### src/rtl/ext_irq_pkg.sv
package ext_irq_pkg;
  localparam int unsigned REG_W    = 8;
  localparam int unsigned BIT_MODE = 0;
  localparam int unsigned BIT_MASK = 1;
  localparam int unsigned BIT_ACK  = 2;
  localparam int unsigned BIT_PEND = 3;
  localparam int unsigned BIT_PUD  = 6;

  typedef struct packed {
    logic pull_dis;
    logic mask;
    logic mode;
  } irq_ctrl_t;
endpackage

### src/rtl/ext_irq_sync.sv
module ext_irq_sync #(
  parameter int unsigned STAGES = 2
) (
  input  logic clk_i,
  input  logic rst_ni,
  input  logic async_i,
  output logic sync_o
);
  logic [STAGES-1:0] stage_q;

  generate
    for (genvar i = 0; i < STAGES; i++) begin : g_stage
      if (i == 0) begin : g_first
        always_ff @(posedge clk_i or negedge rst_ni) begin
          if (!rst_ni) stage_q[0] <= 1'b1;
          else         stage_q[0] <= async_i;
        end
      end else begin : g_next
        always_ff @(posedge clk_i or negedge rst_ni) begin
          if (!rst_ni) stage_q[i] <= 1'b1;
          else         stage_q[i] <= stage_q[i-1];
        end
      end
    end
  endgenerate

  assign sync_o = stage_q[STAGES-1];
endmodule

### src/rtl/ext_irq_detect.sv
module ext_irq_detect (
  input  logic clk_i,
  input  logic rst_ni,
  input  logic pin_s_i,
  input  logic level_mode_i,
  input  logic ack_i,
  output logic pend_o
);
  logic prev_q;
  logic pend_q;
  logic fall;
  logic set_evt;

  always_ff @(posedge clk_i or negedge rst_ni) begin
    if (!rst_ni) prev_q <= 1'b1;
    else         prev_q <= pin_s_i;
  end

  assign fall    = prev_q & ~pin_s_i;
  assign set_evt = fall | (level_mode_i & ~pin_s_i);

  // set has priority over ack
  always_ff @(posedge clk_i or negedge rst_ni) begin
    if (!rst_ni)      pend_q <= 1'b0;
    else if (set_evt) pend_q <= 1'b1;
    else if (ack_i)   pend_q <= 1'b0;
  end

  assign pend_o = pend_q;

  AST_FALL_SETS: assert property (@(posedge clk_i) disable iff (!rst_ni)
    $fell(pin_s_i) |=> pend_o);

  AST_LEVEL_SETS: assert property (@(posedge clk_i) disable iff (!rst_ni)
    (level_mode_i && !pin_s_i) |=> pend_o);

  AST_ACK_CLEARS: assert property (@(posedge clk_i) disable iff (!rst_ni)
    (ack_i && pin_s_i && !level_mode_i && !$fell(pin_s_i)) |=> !pend_o);

  AST_PEND_HOLDS: assert property (@(posedge clk_i) disable iff (!rst_ni)
    (!ack_i && pin_s_i && !$fell(pin_s_i)) |=> (pend_o == $past(pend_o)));
endmodule

### src/rtl/ext_irq_regs.sv
module ext_irq_regs
  import ext_irq_pkg::*;
(
  input  logic             clk_i,
  input  logic             rst_ni,
  input  logic             we_i,
  input  logic [REG_W-1:0] wdata_i,
  input  logic             pend_i,
  output irq_ctrl_t        ctrl_o,
  output logic             ack_o,
  output logic [REG_W-1:0] rdata_o
);
  irq_ctrl_t ctrl_q;

  always_ff @(posedge clk_i or negedge rst_ni) begin
    if (!rst_ni) begin
      ctrl_q <= '0;
    end else if (we_i) begin
      ctrl_q.mode     <= wdata_i[BIT_MODE];
      ctrl_q.mask     <= wdata_i[BIT_MASK];
      ctrl_q.pull_dis <= wdata_i[BIT_PUD];
    end
  end

  assign ack_o = we_i & wdata_i[BIT_ACK];

  always_comb begin
    rdata_o           = '0;
    rdata_o[BIT_MODE] = ctrl_q.mode;
    rdata_o[BIT_MASK] = ctrl_q.mask;
    rdata_o[BIT_PEND] = pend_i;
    rdata_o[BIT_PUD]  = ctrl_q.pull_dis;
  end

  assign ctrl_o = ctrl_q;

  AST_MASK_WRITE: assert property (@(posedge clk_i) disable iff (!rst_ni)
    we_i |=> (ctrl_o.mask == $past(wdata_i[BIT_MASK])));
endmodule

### src/rtl/ext_irq_ctrl.sv
module ext_irq_ctrl
  import ext_irq_pkg::*;
#(
  parameter int unsigned SYNC_STAGES = 2
) (
  input  logic             clk_i,
  input  logic             rst_ni,
  input  logic             irq_pin_ni,
  input  logic             reg_we_i,
  input  logic [REG_W-1:0] reg_wdata_i,
  output logic [REG_W-1:0] reg_rdata_o,
  output logic             irq_o,
  output logic             pullup_en_o
);
  logic      pin_s;
  logic      pend;
  logic      ack;
  irq_ctrl_t ctrl;

  ext_irq_sync #(.STAGES(SYNC_STAGES)) u_sync (
    .clk_i   (clk_i),
    .rst_ni  (rst_ni),
    .async_i (irq_pin_ni),
    .sync_o  (pin_s)
  );

  ext_irq_detect u_detect (
    .clk_i        (clk_i),
    .rst_ni       (rst_ni),
    .pin_s_i      (pin_s),
    .level_mode_i (ctrl.mode),
    .ack_i        (ack),
    .pend_o       (pend)
  );

  ext_irq_regs u_regs (
    .clk_i   (clk_i),
    .rst_ni  (rst_ni),
    .we_i    (reg_we_i),
    .wdata_i (reg_wdata_i),
    .pend_i  (pend),
    .ctrl_o  (ctrl),
    .ack_o   (ack),
    .rdata_o (reg_rdata_o)
  );

  assign irq_o       = pend & ~ctrl.mask;
  assign pullup_en_o = ~ctrl.pull_dis;

  AST_IRQ_NEEDS_PEND: assert property (@(posedge clk_i) disable iff (!rst_ni)
    irq_o |-> reg_rdata_o[BIT_PEND]);
endmodule

### config.mk
export PLATFORM = sky130hd
export DESIGN_NAME = ext_irq_ctrl
export DESIGN_NICKNAME = d
export VERILOG_FILES = /design/src/rtl/ext_irq_pkg.sv /design/src/rtl/ext_irq_sync.sv /design/src/rtl/ext_irq_detect.sv /design/src/rtl/ext_irq_regs.sv /design/src/rtl/ext_irq_ctrl.sv
export SDC_FILE = /design/constraint.sdc
export NUM_CORES = 1
export LEC_CHECK = 0
export ABC_AREA = 1
export CORE_AREA = 2 2 39 41
export CTS_BUF_LIST = sky130_fd_sc_hd__clkbuf_2
export CTS_CLUSTER_SIZE = 14
export DETAILED_ROUTE_END_ITERATION = 6
export DIE_AREA = 0 0 41 43
export SYNTH_ARGS = -nofsm -noshare
export SYNTH_HDL_FRONTEND = slang
export SYNTH_SLANG_ARGS = --single-unit
### constraint.sdc
create_clock -name clk_i -period 1.9 [get_ports clk_i]
set_input_delay 0.19 -clock clk_i [delete_from_list [all_inputs] [get_ports clk_i]]
set_output_delay 0.19 -clock clk_i [all_outputs]
set_load 0.05 [all_outputs]
# Word level (Yosys, flattened, before mapping)
# Cells that the tools add are included.
# classes
reduce_logical	1
muxes	2
bitwise_logic	8
# ops
operator	n
$and 1x1->1	4
$not 1->1	3
$mux 1	2
$reduce_bool 2->1	1
$or 1x1->1	1
# word_totals
input_bits	12
word_cells	18
output_inout_bits	10
ff_bits	7

# Longest topological paths before layout
# Gate-level depths: netlist of run 1.
# logic_depth
word_depth	4
mapped_depth	3
mapped_depth_nobuf	3

# By module
# Synthesis of run 1 repeated with hierarchy kept, for this count alone.
# hier_totals
hier_cells	37
hier_area_um2	330.3
# modules_own_cells
module	cells_each	area_each_um2	instances
ext_irq_regs	24	183.9	1
ext_irq_detect	8	80.1	1
ext_irq_sync	2	52.6	1
ext_irq_ctrl	3	13.8	1

# Worst setup path after synthesis of run 1
# No wires, ideal clock.
# synth_timing
path_type	register -> output
startpoint	reg u_regs.ctrl_q, in the netlist u_regs.ctrl_o[1]
endpoint	out irq_o
t_arrival_ns	1.291
path_slack_ns	0.419
stages_incl_launch_ff	2
n_path_buf	0
cell_sequence	dfrtp_1 -> nor2_1
# synth_between
elab_chain_len	2
# synth_lines
item	line_no	rtl
from (decl)	ext_irq_regs.sv:13	irq_ctrl_t ctrl_q;
$not 1->1	ext_irq_ctrl.sv:47	assign irq_o = pend & ~ctrl.mask;
$and 1x1->1	ext_irq_ctrl.sv:47	
to (decl)	ext_irq_ctrl.sv:12	output logic irq_o,
# No other way between the ends.

# Worst setup path after layout of run 1
# Same ends and word-level chain as after synthesis.

==> results of run 1 <==
[state kept, by name, summed over array words and instances, names as in the netlist]
| signal | count |
|---|---|
| u_regs.ctrl_o | 3 |
| u_detect.pend_o | 1 |
| u_detect.prev_q | 1 |
| u_sync.stage_q | 1 |
| u_sync.sync_o | 1 |
[layout make-up]
cell class	instances	share of cell area, %
clock buffer	4	4.665
inverter	5	4.373
multi-input combinational	15	14.29
sequential	7	41.69
tap	16	4.665
timing repair buffer	13	30.32
[cell families after synthesis]
logic type      Yosys count
compound gates            4
simple gates              7
other cells               1
flops                     7
buf+inv                  11
[power by group through the flow]
stage / sequential [mW] / combinational, mW / clock [mW]
3_5_place_dp: 0.172 / 0.119 / 0
4_1_cts: 0.170 / 0.119 / 0.114
2_1_floorplan: 0.185 / 0.0732 / 0
5_1_grt: 0.171 / 0.126 / 0.119
6_report: 0.169 / 0.118 / 0.107
3_3_place_gp: 0.172 / 0.118 / 0
[per-layer routing]
metal	global-route usage, %	part of all wire (%)	up-vias
met5	0	0	-
met4	2.000	0	0
met2	9.688	45	14
li1	-	-	106
met3	7.853	14	0
met1	6.333	41	96
[worst max path at each step]
stage                startpoint     to  slack (ns)  cells after the start
5_1_grt        u_regs.ctrl_o[1]  irq_o        0.12                      2
3_5_place_dp   u_regs.ctrl_o[1]  irq_o        0.43                      2
4_1_cts        u_regs.ctrl_o[1]  irq_o        0.16                      2
2_1_floorplan  u_regs.ctrl_o[1]  irq_o        0.42                      1
6_report       u_regs.ctrl_o[1]  irq_o        0.19                      2
3_3_place_gp   u_regs.ctrl_o[1]  irq_o        0.45                      2
[per-stage QoR]
stage / total power [mW] / area, µm²
final: 0.3945 / 429.2
after global placement: 0.2899 / 409.1
after detailed placement: 0.2915 / 409.1
after CTS: 0.4030 / 429.2
after global routing: 0.4163 / 429.2
after floorplan: 0.2578 / 304.0
[critical path: cells and delay by family (launching register included)]
kind          cells  cell delay [ns]
simple gates      1             0.10
flops             1             0.39
buf+inv           1             0.80
[layout by cell type, fill, tap and decap left out]
master            n
dfrtp_1           4
clkbuf_2          4
dfstp_2           3
clkdlybuf4s50_1  13
inv_1             5
o21ai_0           4
nand2_1           6
conb_1            4
nor2_1            1
==> reports/qor.csv, run 1 <==
metric;value;unit
crit end category;output pin;
slowest CP cell;clkdlybuf4s50_1;
Post-synth EDFFs;0;
Warnings, synthesis;0;
I/O pin cnt;22;
Synth area leader;dfrtp_1;
Post-CTS Setup Repair Bufs;0;
status;completed;
fin worst setup slack;0.1928;ns
Reg clk slew, reported paths;0.07;ns
post-place setup slack;0.4337;ns
CTS tree;yes;
Clock power frac;27.1;%
post-route ant nets;0;
vias per inst;3.600;
Int Pwr;0.2572;mW
Comb power frac;29.9;%
setup violators final;0;
worst hold path class;input pin to asynchronous set/reset pin;
Final period util;89.85;%
Die Footprint;1763;µm²
Synth Area per Inst;9.759;µm²
Required @ worst endpoint;1.71;ns
Final TNS setup;0;ns
Max Freq;585.8;MHz
gr usage total;6.904;%
xor/xnor share of the synthesized area;0;%
ys flop type;dfrtp_1;
Worst Setup Start Kind;register;
post-synth top area share;34.19;%
vias;216;
share of cells above drive strength 1;15.91;%
post_cts resized;0;
Leak;0.2070;nW
PD cells;919.2;nW/µm²
CTS Buffer Depth;2;
cts bufs inserted;3;
max incr delay on CP;0.80;ns
cells along the critical path;nor2_1 -> clkdlybuf4s50_1;
Worst EP arrival;1.52;ns
Peak supply drop;0.0004060;V
post-synthesis compound-gate area fraction;6.838;%
Die Y;43;µm
max-slew violations;0;
Final Net Count;57;
largest net degree at the start of global routing;8;
detailed-route wire length;451;µm
reg2reg start;u_sync.sync_o;
1st-pass router iterations;2;
Multi-input gate area;61.31;µm²
first-pass GRT wire length;738;µm
# clock sinks;7;
Async SR Flop Fraction;100.0;%
hold_buf cts;0;
#FFs+latches synth;7;
Detail Placement HPWL;365.4;µm
Crit Path Class;register to output pin;
Layout Cells excl Fill;60;
Worst Reg-to-Reg Cells;3;
Fin. Hold Viols;0;
placed cell count;56;
routed len/inst;7.517;µm
Adder-Cell Fraction of Synth Area;0;%
Reg power frac;42.9;%
Post-Syn Area;292.8;µm²
number of library cell types mapped by synthesis;8;
Simple-Gate Fraction of Synth Area;8.974;%
most instantiated cells after synthesis;buf_4 (6), nand2_1 (6), inv_1 (5);
minimum clock period;1.707;ns
CP Max Fanout;3;
DRC;0;
vias in the first global route;201;
PortBufs;13;
Psw;0.1373;mW
# Max-Cap Violations;0;
sw frac;34.81;%
initial core utilization;21.16;%
die width;41;µm
maximum level of the CTS H-tree;1;
FF+latch area;178.9;µm²
synth top area cells;dfrtp_1 (34%), dfstp_2 (27%), buf_4 (15%);
initial detailed-routing violation count;3;
Antenna diodes;0;
Cell Rows;14;
area of the core;1384;µm²
largest family of logic cells by synthesized area;buffers and inverters;
mux cell area share after synthesis;0;%
R2R setup slack;1.11;ns
Area Overhead vs Synth;46.58;%
sequential area share after synthesis;61.11;%
final core utilization;31.01;%
synthesized instance count;30;
total gr overflow;0;
Root Buffer;clkbuf_2;
RSZ-0062 raised after global routing;false;
worst hold margin;0.2088;ns
Skew-Pair Late Insertion Delay;0.22;ns
Reg-to-Reg End;u_detect.pend_o;
RePlAce Congestion;0.5792;
fill count;152;
initial antenna violation count;0;
Layout Skew;0.005996;ns
Note: power is estimated with default switching activity, not from simulation.
==> inputs of run 2 (changes only) <==
--- a/config.mk
+++ b/config.mk
@@ -5,7 +5,6 @@
 export SDC_FILE = /design/constraint.sdc
 export NUM_CORES = 1
 export LEC_CHECK = 0
-export ABC_AREA = 1
 export CORE_AREA = 2 2 39 41
 export CTS_BUF_LIST = sky130_fd_sc_hd__clkbuf_2
 export CTS_CLUSTER_SIZE = 14
==> run 2 against run 1 <==
Synthesized cell count decreased by 23%. Setup slack got worse by 0.052 ns. Sequential share of layout area increased by 0.74 points. Final area decreased by 1.7%. Cell count decreased by 12%. Register-to-register slack improved by 0.02 ns. Critical endpoint unchanged. Highest routed layer unchanged.
==> reports/qor.csv, run 2 <==
metric;value;unit;change
post-synthesis compound-gate area fraction;4.825;%;-2.0 points
Synth area leader;dfrtp_1;;
Layout Cells excl Fill;53;;-12%
Adder-Cell Fraction of Synth Area;0;%;unchanged
Final TNS setup;0;ns;unchanged
share of cells above drive strength 1;24.32;%;+8.4 points
Slew HR;66.63;%;
Post-Syn Area;285.3;µm²;-2.6%
Async SR Flop Fraction;100.0;%;unchanged
Warnings, synthesis;0;;unchanged
initial antenna violation count;0;;unchanged
max incr delay on CP;0.82;ns;+0.02 ns
largest family of logic cells by synthesized area;buffers and inverters;;
commonest cells after routing, fill and taps aside;clkdlybuf4s50_1 (13), conb_1 (4), clkbuf_2 (4), dfrtp_1 (4), dfstp_2 (3);;
1st-pass router iterations;1;;-1
initial core utilization;20.61;%;-0.54 points
Area Overhead vs Synth;47.81;%;
worst slew pin tran;0.4990;ns;
die width;41;µm;unchanged
first-pass GRT wire length;834;µm;+13%
vias in the first global route;201;;unchanged
PD cells;951.5;nW/µm²;+3.5%
Simple-Gate Fraction of Synth Area;6.140;%;-2.8 points
count leader, synth;buf_4;;
Final Net Count;50;;-12%
setup violators final;0;;unchanged
detailed-route wire length;450;µm;-0.22%
Leak;0.1824;nW;-12%
worst path bufs/invs;1;;unchanged
post_cts resized;0;;unchanged
post-synth top area share;35.09;%;+0.90 points
final core utilization;30.47;%;-0.54 points
CTS Buffer Depth;2;;unchanged
ys flop type;dfrtp_1;;
worst hold path class;input pin to asynchronous set/reset pin;;
synthesized instance count;23;;-23%
Setup crit start;u_detect.pend_o;;
placed cell count;49;;-13%
fin area;421.7;µm²;-1.7%
crit end category;output pin;;
worst hold margin;0.2051;ns;-0.003622 ns
vias per inst;3.491;;-3.0%
synth top area cells;dfrtp_1 (35%), dfstp_2 (28%), buf_4 (16%);;
Skew-Pair Late Insertion Delay;0.23;ns;about the same
sequential area share after synthesis;62.72;%;+1.6 points
Die Footprint;1763;µm²;unchanged
Worst Setup Start Kind;register;;
most instantiated cells after synthesis;buf_4 (6), dfrtp_1 (4), dfstp_2 (3);;
# clock sinks;7;;unchanged
cts bufs inserted;3;;unchanged
Fin. Hold Viols;0;;unchanged
Root Buffer;clkbuf_2;;
PortBufs;13;;unchanged
Die Y;43;µm;unchanged
Post-DP Area;401.6;µm²;-1.8%
RSZ-0062 raised after global routing;false;;
delay-heaviest family, CP;buffers and inverters;;
#FFs+latches synth;7;;unchanged
vias;185;;-14%
max reg flops;3;;unchanged
maximum level of the CTS H-tree;1;;unchanged
Final period util;92.57;%;+2.7 points
number of library cell types mapped by synthesis;11;;+3
minimum clock period;1.759;ns;+0.05161 ns
routed len/inst;8.491;µm;+13%
Layout Skew;0.003563;ns;-0.002433 ns
Max Freq;568.6;MHz;-2.9%
Post-CTS Setup Repair Bufs;0;;unchanged
post-route ant nets;0;;unchanged
CTS tree;yes;;
cells along the critical path;nor2b_1 -> clkdlybuf4s50_1;;
initial detailed-routing violation count;0;;-3
gr usage total;7.614;%;+0.71 points
Required @ worst endpoint;1.71;ns;about the same
status;completed;;
xor/xnor share of the synthesized area;0;%;unchanged
hold_buf cts;0;;unchanged
Synth Area per Inst;12.40;µm²;+27%
DRC;0;;unchanged
area of the core;1384;µm²;unchanged
Worst EP arrival;1.57;ns;+0.05 ns
Reg clk slew, reported paths;0.07;ns;about the same
Crit Path Class;register to output pin;;
mux cell area share after synthesis;7.895;%;+7.9 points
slowest CP cell;clkdlybuf4s50_1;;
I/O pin cnt;22;;unchanged
RePlAce Congestion;0.6443;;+11%
total gr overflow;0;;unchanged
Post-synth EDFFs;0;;unchanged
CP Max Fanout;3;;unchanged
# Max-Cap Violations;0;;unchanged
Antenna diodes;0;;unchanged
Cell Rows;14;;unchanged
Peak supply drop;0.0004048;V;-0.28%
commonest non-fill, non-tap cell in the layout;clkdlybuf4s50_1;;
max-slew violations;0;;unchanged
reg2reg start;u_regs.ctrl_o[1];;
largest net degree at the start of global routing;8;;unchanged
## run 2: changes by cell type after synthesis, sizes merged
cell | before | now
nor2b | 0 | 1
inv | 5 | 1
o2bb2ai | 0 | 1
nand2 | 6 | 2
mux2 | 0 | 2
o21ai | 4 | 1
## run 2: cell families (layout without fill, tap and decap cells)
kind of cell | after synthesis | count (layout)
AND/OR/NAND/NOR | 4 | 4
buffers and inverters | 7 | 18
flip-flops | 7 | 7
AO/OA/AOI/OAI | 2 | 2
other | 1 | 4
multiplexers | 2 | 2
## run 2: worst paths after layout
path	endpoint	slack [ns]	depth (start not counted)
setup / recovery	irq_o	0.14	2
hold reg to reg	u_sync.sync_o	0.35	0
max in group asynchronous	u_sync.stage_q[0]	1.41	1
setup reg to reg	u_regs.ctrl_o[1]	1.13	1
hold / removal	u_detect.pend_o	0.21	1
min in group clk_i	u_sync.sync_o	0.35	0
## run 2: metrics by stage
stage / power, mW / setup WS (ns)
finish: 0.4012 / 0.1412
detailed placement: 0.2942 / 0.4167
floorplan: 0.2606 / 0.3830
CTS: 0.4073 / 0.1266
global placement: 0.2941 / 0.4058
global route: 0.4212 / 0.04428
## run 2: final cells by class
type,instances,area [µm²]
Clock buffer,4,20.02
Multi-Input combinational cell,12,68.82
Inverter,1,3.754
Timing Repair Buffer,13,130.1
Sequential cell,7,178.9
Tap cell,16,20.02
Fill cell,156,962.2
## run 2: where the power goes
part	internal, mW	total (mW)	switching, mW
combinational	0.0415	0.121	0.0792
clock	0.0560	0.110	0.0544
sequential	0.163	0.170	0.00689
total	0.261	0.401	0.140
## run 2: routing by layer
| layer | global-route usage [%] | part of all wire [%] | up-vias |
|---|---|---|---|
| li1 | - | - | 89 |
| met1 | 9.333 | 45 | 82 |
| met3 | 6.283 | 13 | 0 |
| met4 | 4.000 | 0 | 0 |
| met5 | 0 | 0 | - |
| met2 | 9.063 | 42 | 14 |
